$ cat config.mk
export PLATFORM = sky130hd
export DESIGN_NAME = srcstate_bank
export DESIGN_NICKNAME = d
export VERILOG_FILES = /design/src/rtl/srcstate_pkg.sv /design/src/rtl/srcstate_decode.sv /design/src/rtl/srcstate_cell.sv /design/src/rtl/srcstate_notify.sv /design/src/rtl/srcstate_bank.sv
export SDC_FILE = /design/constraint.sdc
export NUM_CORES = 1
export LEC_CHECK = 0
export BUFFER_PORTS_ARGS = -buffer_cell sky130_fd_sc_hd__buf_2
export CELL_PAD_IN_SITES_DETAIL_PLACEMENT = 1
export CELL_PAD_IN_SITES_GLOBAL_PLACEMENT = 1
export CORE_ASPECT_RATIO = 1.4
export CORE_MARGIN = 2
export CORE_UTILIZATION = 42
export CTS_CLUSTER_DIAMETER = 150
export DETAILED_ROUTE_END_ITERATION = 10
export PLACE_DENSITY_LB_ADDON = 0.1
export RECOVER_POWER = 100
export SYNTH_ARGS = -nofsm -noshare
export SYNTH_HDL_FRONTEND = slang
export SYNTH_SLANG_ARGS = --single-unit
$ cat constraint.sdc
create_clock -name clk -period 2.4 [get_ports clk]
set_clock_uncertainty 0.05 [all_clocks]
set_input_delay 0.24 -clock clk [delete_from_list [all_inputs] [get_ports clk]]
set_output_delay 0.24 -clock clk [all_outputs]
set_load 0.01 [all_outputs]
$ cat src/rtl/srcstate_pkg.sv
// Shared types and helpers for the interrupt source state bank.
// Assumes a 12-bit page offset and a two-bit P/Q state per source.
package srcstate_pkg;

    localparam int PAGE_OFF_W = 12;

    localparam logic [PAGE_OFF_W-1:0] OFF_EOI_LOAD  = 12'h000;
    localparam logic [PAGE_OFF_W-1:0] OFF_EOI_STORE = 12'h400;
    localparam logic [PAGE_OFF_W-1:0] OFF_SET_OPEN  = 12'hC00;
    localparam logic [PAGE_OFF_W-1:0] OFF_SET_MASK  = 12'hD00;

    typedef logic [1:0] pq_t;

    localparam pq_t PQ_IDLE   = 2'b00;
    localparam pq_t PQ_MASKED = 2'b01;
    localparam pq_t PQ_PEND   = 2'b10;
    localparam pq_t PQ_PEND_Q = 2'b11;

    typedef enum logic [2:0] {
        OP_NONE,
        OP_TRIG,
        OP_OPEN,
        OP_MASK,
        OP_EOI_ST,
        OP_EOI_LD,
        OP_VOID_LD
    } pq_op_e;

    typedef struct packed {
        pq_t  st;
        logic fwd;
    } pq_step_t;

    // End-of-interrupt transition
    function automatic pq_step_t pq_eoi(input pq_t s);
        pq_step_t r;
        r.st  = s;
        r.fwd = 1'b0;
        if (s == PQ_PEND) begin
            r.st = PQ_IDLE;
        end else if (s == PQ_PEND_Q) begin
            r.st  = PQ_PEND;
            r.fwd = 1'b1;
        end
        return r;
    endfunction

    // Trigger transition
    function automatic pq_step_t pq_trigger(input pq_t s);
        pq_step_t r;
        r.st  = s;
        r.fwd = 1'b0;
        if (s == PQ_IDLE) begin
            r.st  = PQ_PEND;
            r.fwd = 1'b1;
        end else if (s == PQ_PEND) begin
            r.st = PQ_PEND_Q;
        end
        return r;
    endfunction

endpackage

$ cat src/rtl/srcstate_decode.sv
// Request decoder: turns direction, page select and offset into one operation.
// Assumes the caller supplies whether the addressed source is level type.
module srcstate_decode
    import srcstate_pkg::*;
(
    input  logic                  req_valid,
    input  logic                  req_write,
    input  logic                  req_trig,
    input  logic [PAGE_OFF_W-1:0] req_off,
    input  logic                  src_level,
    output pq_op_e                op,
    output logic                  is_load
);

    // Select the operation from address and direction only
    always_comb begin
        op = OP_NONE;
        if (req_valid) begin
            if (req_trig) begin
                if (!req_write)     op = OP_VOID_LD;
                else if (!src_level) op = OP_TRIG;
                else                op = OP_NONE;
            end else if (req_write) begin
                op = (req_off == OFF_EOI_STORE) ? OP_EOI_ST : OP_NONE;
            end else begin
                case (req_off)
                    OFF_SET_OPEN: op = OP_OPEN;
                    OFF_SET_MASK: op = OP_MASK;
                    OFF_EOI_LOAD: op = src_level ? OP_EOI_LD : OP_VOID_LD;
                    default:      op = OP_VOID_LD;
                endcase
            end
        end
    end

    // Every accepted load gets a response
    assign is_load = req_valid & ~req_write;

endmodule

$ cat src/rtl/srcstate_cell.sv
// One source: P/Q state register, line edge detector and transition logic.
// Assumes op is OP_NONE unless this source is addressed (hit).
module srcstate_cell
    import srcstate_pkg::*;
#(
    parameter bit IS_LEVEL = 1'b0
) (
    input  logic   clk,
    input  logic   rst_n,
    input  logic   hit,
    input  pq_op_e op,
    input  logic   line_in,
    output pq_t    pq,
    output logic   fwd
);

    pq_t      pq_q;
    logic     line_d;
    logic     line_rise;
    logic     req_fire;
    pq_step_t after_req;
    pq_step_t after_trig;
    pq_t      pq_next;

    assign line_rise = line_in & ~line_d;

    // Apply the request first, then any trigger on the result
    always_comb begin
        after_req.st  = pq_q;
        after_req.fwd = 1'b0;
        req_fire      = 1'b0;
        if (hit) begin
            case (op)
                OP_OPEN:   after_req.st = PQ_IDLE;
                OP_MASK:   after_req.st = PQ_MASKED;
                OP_EOI_ST: after_req = pq_eoi(pq_q);
                OP_EOI_LD: begin
                    after_req = pq_eoi(pq_q);
                    req_fire  = IS_LEVEL && line_in;
                end
                OP_TRIG:   req_fire = 1'b1;
                default:   ;
            endcase
        end
        after_trig = after_req;
        if (req_fire || line_rise) begin
            after_trig     = pq_trigger(after_req.st);
            after_trig.fwd = after_trig.fwd | after_req.fwd;
        end
        pq_next = after_trig.st;
        fwd     = after_trig.fwd;
    end

    // State and line history registers
    always_ff @(posedge clk) begin
        if (!rst_n) begin
            pq_q   <= PQ_IDLE;
            line_d <= 1'b0;
        end else begin
            pq_q   <= pq_next;
            line_d <= line_in;
        end
    end

    assign pq = pq_q;

endmodule

$ cat src/rtl/srcstate_notify.sv
// Notification collector: one pending flag per source, drained one per cycle,
// lowest index first. Assumes a new request for a flag being granted is kept.
module srcstate_notify #(
    parameter int NUM_SRC = 8,
    parameter int IDX_W   = $clog2(NUM_SRC)
) (
    input  logic               clk,
    input  logic               rst_n,
    input  logic [NUM_SRC-1:0] set_vec,
    output logic               notify_valid,
    output logic [IDX_W-1:0]   notify_src
);

    logic [NUM_SRC-1:0] pend_q;
    logic [NUM_SRC-1:0] grant;
    logic [IDX_W-1:0]   pick;

    // Find the lowest pending source
    always_comb begin
        pick = '0;
        for (int i = NUM_SRC - 1; i >= 0; i--) begin
            if (pend_q[i]) pick = IDX_W'(i);
        end
        grant = (|pend_q) ? (NUM_SRC'(1) << pick) : '0;
    end

    // Retire the granted flag, record new ones
    always_ff @(posedge clk) begin
        if (!rst_n) pend_q <= '0;
        else        pend_q <= (pend_q & ~grant) | set_vec;
    end

    assign notify_valid = |pend_q;
    assign notify_src   = pick;

endmodule

$ cat src/rtl/srcstate_bank.sv
// Bank of P/Q interrupt source states driven by address-decoded loads/stores.
// Assumes one request per cycle; the load response is registered, one cycle.
module srcstate_bank
    import srcstate_pkg::*;
#(
    parameter int                NUM_SRC    = 8,
    parameter logic [NUM_SRC-1:0] LEVEL_MASK = 8'hF0,
    parameter int                DATA_W     = 8,
    localparam int               IDX_W      = $clog2(NUM_SRC)
) (
    input  logic                  clk,
    input  logic                  rst_n,
    input  logic                  req_valid,
    input  logic                  req_write,
    input  logic                  req_trig,
    input  logic [IDX_W-1:0]      req_src,
    input  logic [PAGE_OFF_W-1:0] req_off,
    input  logic [NUM_SRC-1:0]    line_in,
    output logic                  rsp_valid,
    output logic [DATA_W-1:0]     rsp_data,
    output logic                  notify_valid,
    output logic [IDX_W-1:0]      notify_src
);

    pq_op_e              op;
    logic                is_load;
    pq_t                 pq_arr [NUM_SRC];
    logic [NUM_SRC-1:0]  fwd_vec;
    logic [2*NUM_SRC-1:0] state_vec;
    logic                rsp_valid_q;
    logic [DATA_W-1:0]   rsp_data_q;

    srcstate_decode u_decode (
        .req_valid (req_valid),
        .req_write (req_write),
        .req_trig  (req_trig),
        .req_off   (req_off),
        .src_level (LEVEL_MASK[req_src]),
        .op        (op),
        .is_load   (is_load)
    );

    for (genvar g = 0; g < NUM_SRC; g++) begin : g_src
        srcstate_cell #(
            .IS_LEVEL (LEVEL_MASK[g])
        ) u_cell (
            .clk     (clk),
            .rst_n   (rst_n),
            .hit     (req_src == IDX_W'(g)),
            .op      (op),
            .line_in (line_in[g]),
            .pq      (pq_arr[g]),
            .fwd     (fwd_vec[g])
        );
        assign state_vec[2*g +: 2] = pq_arr[g];
    end

    srcstate_notify #(
        .NUM_SRC (NUM_SRC),
        .IDX_W   (IDX_W)
    ) u_notify (
        .clk          (clk),
        .rst_n        (rst_n),
        .set_vec      (fwd_vec),
        .notify_valid (notify_valid),
        .notify_src   (notify_src)
    );

    // Register the load response: old state or all ones
    always_ff @(posedge clk) begin
        if (!rst_n) begin
            rsp_valid_q <= 1'b0;
            rsp_data_q  <= '0;
        end else begin
            rsp_valid_q <= is_load;
            if (is_load) begin
                rsp_data_q <= (op == OP_VOID_LD) ? '1 : DATA_W'(pq_arr[req_src]);
            end
        end
    end

    assign rsp_valid = rsp_valid_q;
    assign rsp_data  = rsp_data_q;

endmodule

==> flow_summary.toml, run 1 <==
[status]
outcome = "complete, no violations"

[worst_setup_path]
rrSetupSlack_ns = 0.42
critPathKind = "register to output port"
cp-start-kind = "register"
required_ns = 2.11
worstPathMaxFanout = 4
crit_arrival_ns = 1.85
critPathCaptureType = "output port"

[logic_synthesis]
syn_area_mm2 = 0.00242
synth_area_leaders = "dfxtp_1, nand2_1, mux4_2"
async_reset_ff_share_pct = 0
synthTopCellsByCount = "dfxtp_1, nand2_1, inv_1"
synth_top_area_share_pct = 29.8
synth_cells = 296
yosys_register_bits = 36
postSynthAreaPerCell_um2 = 8.17
synthFlopType = "dfxtp_1"
ys_seq_area_share_pct = 29.8
synth_most_common_cell = "dfxtp_1"
synth_edf_count = 0
synth_top_area_cell = "dfxtp_1"
yosysWarnings = 0
yosysUniqueCellTypes = 66
synth_nets = 324

[min_path]
hold_path.class = "input port to register"

[pwr]
pwr-share-clk_pct = 31.4
switching_share_pct = 32.0
vdd_drop_max_mv = 0.216
intPower_mw = 1.00
power_frac_seq_pct = 47.5
switchingPower_mw = 0.471
leakagePower_nw = 0.958
pwr-share-comb_pct = 21.2
power_density_mw_per_mm2 = 541

[sta]
rsz0062_at_grt = "no"
setup_tns_ns = 0
setup_violations = 0
fmax_ghz = 0.468
finalHoldViolCount = 0
final.min_clock_period_ns = 2.14
worstMarginPinSlew_ns = 1.15
slew_viol_final = 0
slew_headroom_pct = 23.1
fin_crit_sh_pct = 89.1

[clock_network]
h-tree-depth = 2
cts_buffers = 5
postCtsSetupBuffers = 0
cts.sinks = 36
clock-root-buffer = "clkbuf_8"
tritoncts = "built"
clock_path_buffers = 2
clock_latency_ns = 0.29
clk_pin_slew_worst_paths_ns = 0.08
cts_resized = 0
cts-hold-fix-buffers = 0

[routing]
routed.top_layer = "met4"
m1WireLength_um = 3280
drc_errors = 0
wl_um = 7860
routedWlPerCell_um = 19.5
dr_wl_met2_um = 3970
firstDrtPassIters = 4
antenna_left = 0
vias_per_cell = 6.27
vias = 2522
drtIter0Drc = 111
wl_met3_um = 448

[floorplan]
io_pins = 41
die_w_um = 68.1
die_h_um = 93.8
core-area_mm2 = 0.00553
die_area_mm2 = 0.00639
fp-row-count = 32
initial_core_util_pct = 43.7

[placed_design]
place_hpwl_um = 6000
port_buffers = 40
globalplace.congestion = 0.897

[layout]
syn2layout_area_growth_pct = 12.6
nets = 361
antenna_cells = 0
drive_gt1_share_pct = 16.5
fin_util_pct = 49.3
fill_cells = 711

[global_route]
grt_pass1_vias = 2521
grt_pass1_wl_um = 12900
antenna_found_initial = 0
grt_max_degree = 25
overflow = 0
grtUsageTotal_pct = 26.7

[job]
drv_cap = 0
cells by family after synthesis:
family	synth area share, %
compound gates	29.6
buf+inv	8.13
simple gates	27.9
mux	4.56
flops	29.8
per-stage QoR:
step	worst slack [ns]	cells	total power, mW	hold slack (ns)	area, um2
CTS	0.239	402	1.49	0.114	2760
floorplan	0.560	296	0.908	0.320	2420
finish	0.261	402	1.47	0.112	2720
detailed placement	0.0947	394	1.03	0.421	2670
global placement	0.123	394	1.02	0.420	2670
global route	0.116	402	1.55	0.131	2720
layout by cell type, fill, tap and decap left out, drive strengths merged, types with 4 or more instances in the layout:
cell type and instances:
a21oi 12, o32ai 6, nor2 18, buf 31
inv 22, o41ai 6, a32oi 4, a211oi 5
o21a 6, o22ai 8, o2bb2ai 4, dfxtp 36
nand2 29, mux4 4, nand4 4, o21ai 13
nor3 12, nand3 10, o31ai 11, clkbuf 25
path summary, 6_finish.rpt:
path                          from                endpoint  depth (start not counted)
min reg2reg  g_src[4].u_cell.pq[1]   g_src[4].u_cell.pq[1]                          2
max reg2reg     u_notify.pend_q[1]      u_notify.pend_q[7]                          5
max             u_notify.pend_q[1]            notify_valid                          4
min                     line_in[5]  g_src[5].u_cell.line_d                          3
flip-flops by register name (all words and copies together), names as in the netlist:
signal,cells
rsp_data,3
u_notify.pend_q,8
g_src.u_cell.pq,16
rsp_valid,1
g_src.u_cell.line_d,8
layer usage:
| metal | vias up | GRT usage [%] |
|---|---|---|
| met3 | 11 | 5.16 |
| met1 | 1230 | 34.6 |
| li1 | 1202 | - |
| met5 | - | 0 |
| met2 | 79 | 43.5 |
| met4 | 0 | 8.67 |
power by group through the flow:
stage / Sequential, mW / Combinational (mW) / Clock, mW
2_1_floorplan: 0.693 / 0.215 / 0
3_3_place_gp: 0.712 / 0.313 / 0
3_5_place_dp: 0.712 / 0.319 / 0
4_1_cts: 0.698 / 0.321 / 0.474
5_1_grt: 0.706 / 0.347 / 0.493
6_report: 0.699 / 0.312 / 0.462
worst max-delay path, cell delays in order, from the launching register on:
cell	delay [ns]
dfxtp_1	0.34
or4_1	0.59
nor3_1	0.40
nand2_1	0.09
clkbuf_1	0.14
cell type report:
| class | instances | area, um2 | area share [%] |
|---|---|---|---|
| Clock buffer | 6 | 82.6 | 3.03 |
| Clock inverter | 2 | 10.0 | 0.368 |
| Inverter | 23 | 86.3 | 3.17 |
| Multi-Input combinational cell | 217 | 1490 | 54.9 |
| Sequential cell | 36 | 721 | 26.5 |
| Tap cell | 68 | 85.1 | 3.13 |
| Timing Repair Buffer | 50 | 244 | 8.96 |
Power figures use the tool's default switching activity.
==> run 2, diff against run 1 <==
Settings changed: CORE_ASPECT_RATIO 1.4 to 1.2, GPL_ROUTABILITY_DRIVEN set to 0, SLEW_MARGIN set to 40.
==> run 2 against run 1 <==
Global-route usage is 0.40 points higher. Utilization is 0.57 points higher. Combinational power increased by 2%. Maximum frequency shrank 1.8%.
==> flow_summary.toml, run 2 (same netlist as run 1, synthesis figures left out) <==
[worst_setup_path]
rr_worst_depth = 5
crit_chain = "or4_1 > nor3_1 > nand2_1 > clkbuf_1"
setup.worst_path.start = "u_notify.pend_q[1]"
worstPathMaxFanout = 4
rrSetupSlack_ns = 0.41
r2r_start = "u_notify.pend_q[1]"
cp-start-kind = "register"
crit_arrival_ns = 1.89
crit_path_end = "notify_valid"
required_ns = 2.11
timing.rr.end = "u_notify.pend_q[7]"
slowest_stage = "or4_1"
critPathKind = "register to output port"
critical-path-max-stage-delay_ns = 0.59
critPathCaptureType = "output port"

[sta]
worstMarginPinSlew_ns = 0.985
slew_headroom_pct = 34.3
slew_viol_final = 0
setup_violations = 0
rsz0062_at_grt = "no"
setup_tns_ns = 0
fmax_ghz = 0.459
fin_crit_sh_pct = 90.8
final.min_clock_period_ns = 2.18
finalHoldViolCount = 0

[clock_network]
clock_path_buffers = 2
cts-hold-fix-buffers = 0
cts_buffers = 5
cts.sinks = 36
clock_latency_ns = 0.30
clock-root-buffer = "clkbuf_8"
tritoncts = "built"
h-tree-depth = 2
cts_resized = 0
postCtsSetupBuffers = 0
clk_pin_slew_worst_paths_ns = 0.08

[pwr]
pwr-share-clk_pct = 42.8
switching_share_pct = 27.0
power_mw = 1.77
power_frac_seq_pct = 39.4
power_density_mw_per_mm2 = 636
pwr-share-comb_pct = 17.8
intPower_mw = 1.29
leakagePower_nw = 0.991
vdd_drop_max_mv = 0.303
switchingPower_mw = 0.480

[floorplan]
fp-row-count = 30
initial_core_util_pct = 43.2
die_area_mm2 = 0.00638
io_pins = 41
die_w_um = 73.3
core-area_mm2 = 0.00559
die_h_um = 87.1

[layout]
largest_reg_flops = 16
layout_common_cells = "dfxtp_1, nand2_1, buf_2"
nets = 362
syn2layout_area_growth_pct = 15.3
final_common_cell = "dfxtp_1"
antenna_cells = 0
drive_gt1_share_pct = 16.7

[routing]
firstDrtPassIters = 4
vias = 2559
drc_errors = 0
antenna_left = 0
routedWlPerCell_um = 20.4
wl_um = 8120
vias_per_cell = 6.41
drtIter0Drc = 162

[global_route]
grt_max_degree = 19
antenna_found_initial = 0
grt_pass1_wl_um = 13200
overflow = 0
grt_pass1_vias = 2586
grtUsageTotal_pct = 27.1

[status]
outcome = "complete, no violations"

[placed_design]
place_hpwl_um = 6100
port_buffers = 40

[job]
drv_cap = 0

[min_path]
hold_path.class = "input port to register"
## run 2: how the worst min path moves through the flow
stage / from / to / slack, ns / cells past startpoint
after floorplan: line_in[5] / g_src[5].u_cell.line_d / 0.32 / 2
after global placement: line_in[5] / g_src[5].u_cell.line_d / 0.41 / 3
after detailed placement: line_in[5] / g_src[5].u_cell.line_d / 0.42 / 3
after CTS: line_in[5] / g_src[5].u_cell.line_d / 0.11 / 3
after global routing: line_in[3] / g_src[3].u_cell.line_d / 0.12 / 3
final: line_in[5] / g_src[5].u_cell.line_d / 0.12 / 3
## run 2: area by class of cell
type,instances,area (um2)
Fill cell,700,2810
Multi-Input combinational cell,217,1490
Sequential cell,36,721
Timing Repair Buffer,51,253
Clock inverter,3,90.1
Inverter,23,86.3
Tap cell,64,80.1
Clock buffer,5,68.8
## run 2: critical path, delay by kind of cell, from the launching register on
kind / cells / cell delay [ns]
simple gates: 3 / 1.11
buf+inv: 1 / 0.15
flops: 1 / 0.34
## run 2: power by group through the flow
stage	sequential (mW)	clock, mW	combinational [mW]
4_1_cts	0.697	0.770	0.326
3_3_place_gp	0.711	0	0.316
6_report	0.699	0.759	0.317
3_5_place_dp	0.711	0	0.322
5_1_grt	0.706	0.787	0.351
2_1_floorplan	0.693	0	0.215
## run 2: stage by stage
stage	util [%]	instances	setup WS [ns]	instance area, um2	hold WS (ns)
2_1_floorplan	-	296	0.560	2420	0.320
6_report	49.8	399	0.222	2790	0.118
5_1_grt	49.8	399	0.0816	2790	0.118
3_5_place_dp	47.7	391	0.0215	2670	0.423
3_3_place_gp	47.7	391	0.101	2670	0.414
4_1_cts	50.6	399	0.182	2830	0.111
## run 2: routing by layer
metal / part of all wire (%) / GRT usage [%]
met4: 2.4 / 11.6
met1: 43 / 33.3
met3: 4.6 / 4.98
met5: 0 / 0
met2: 50 / 45.7
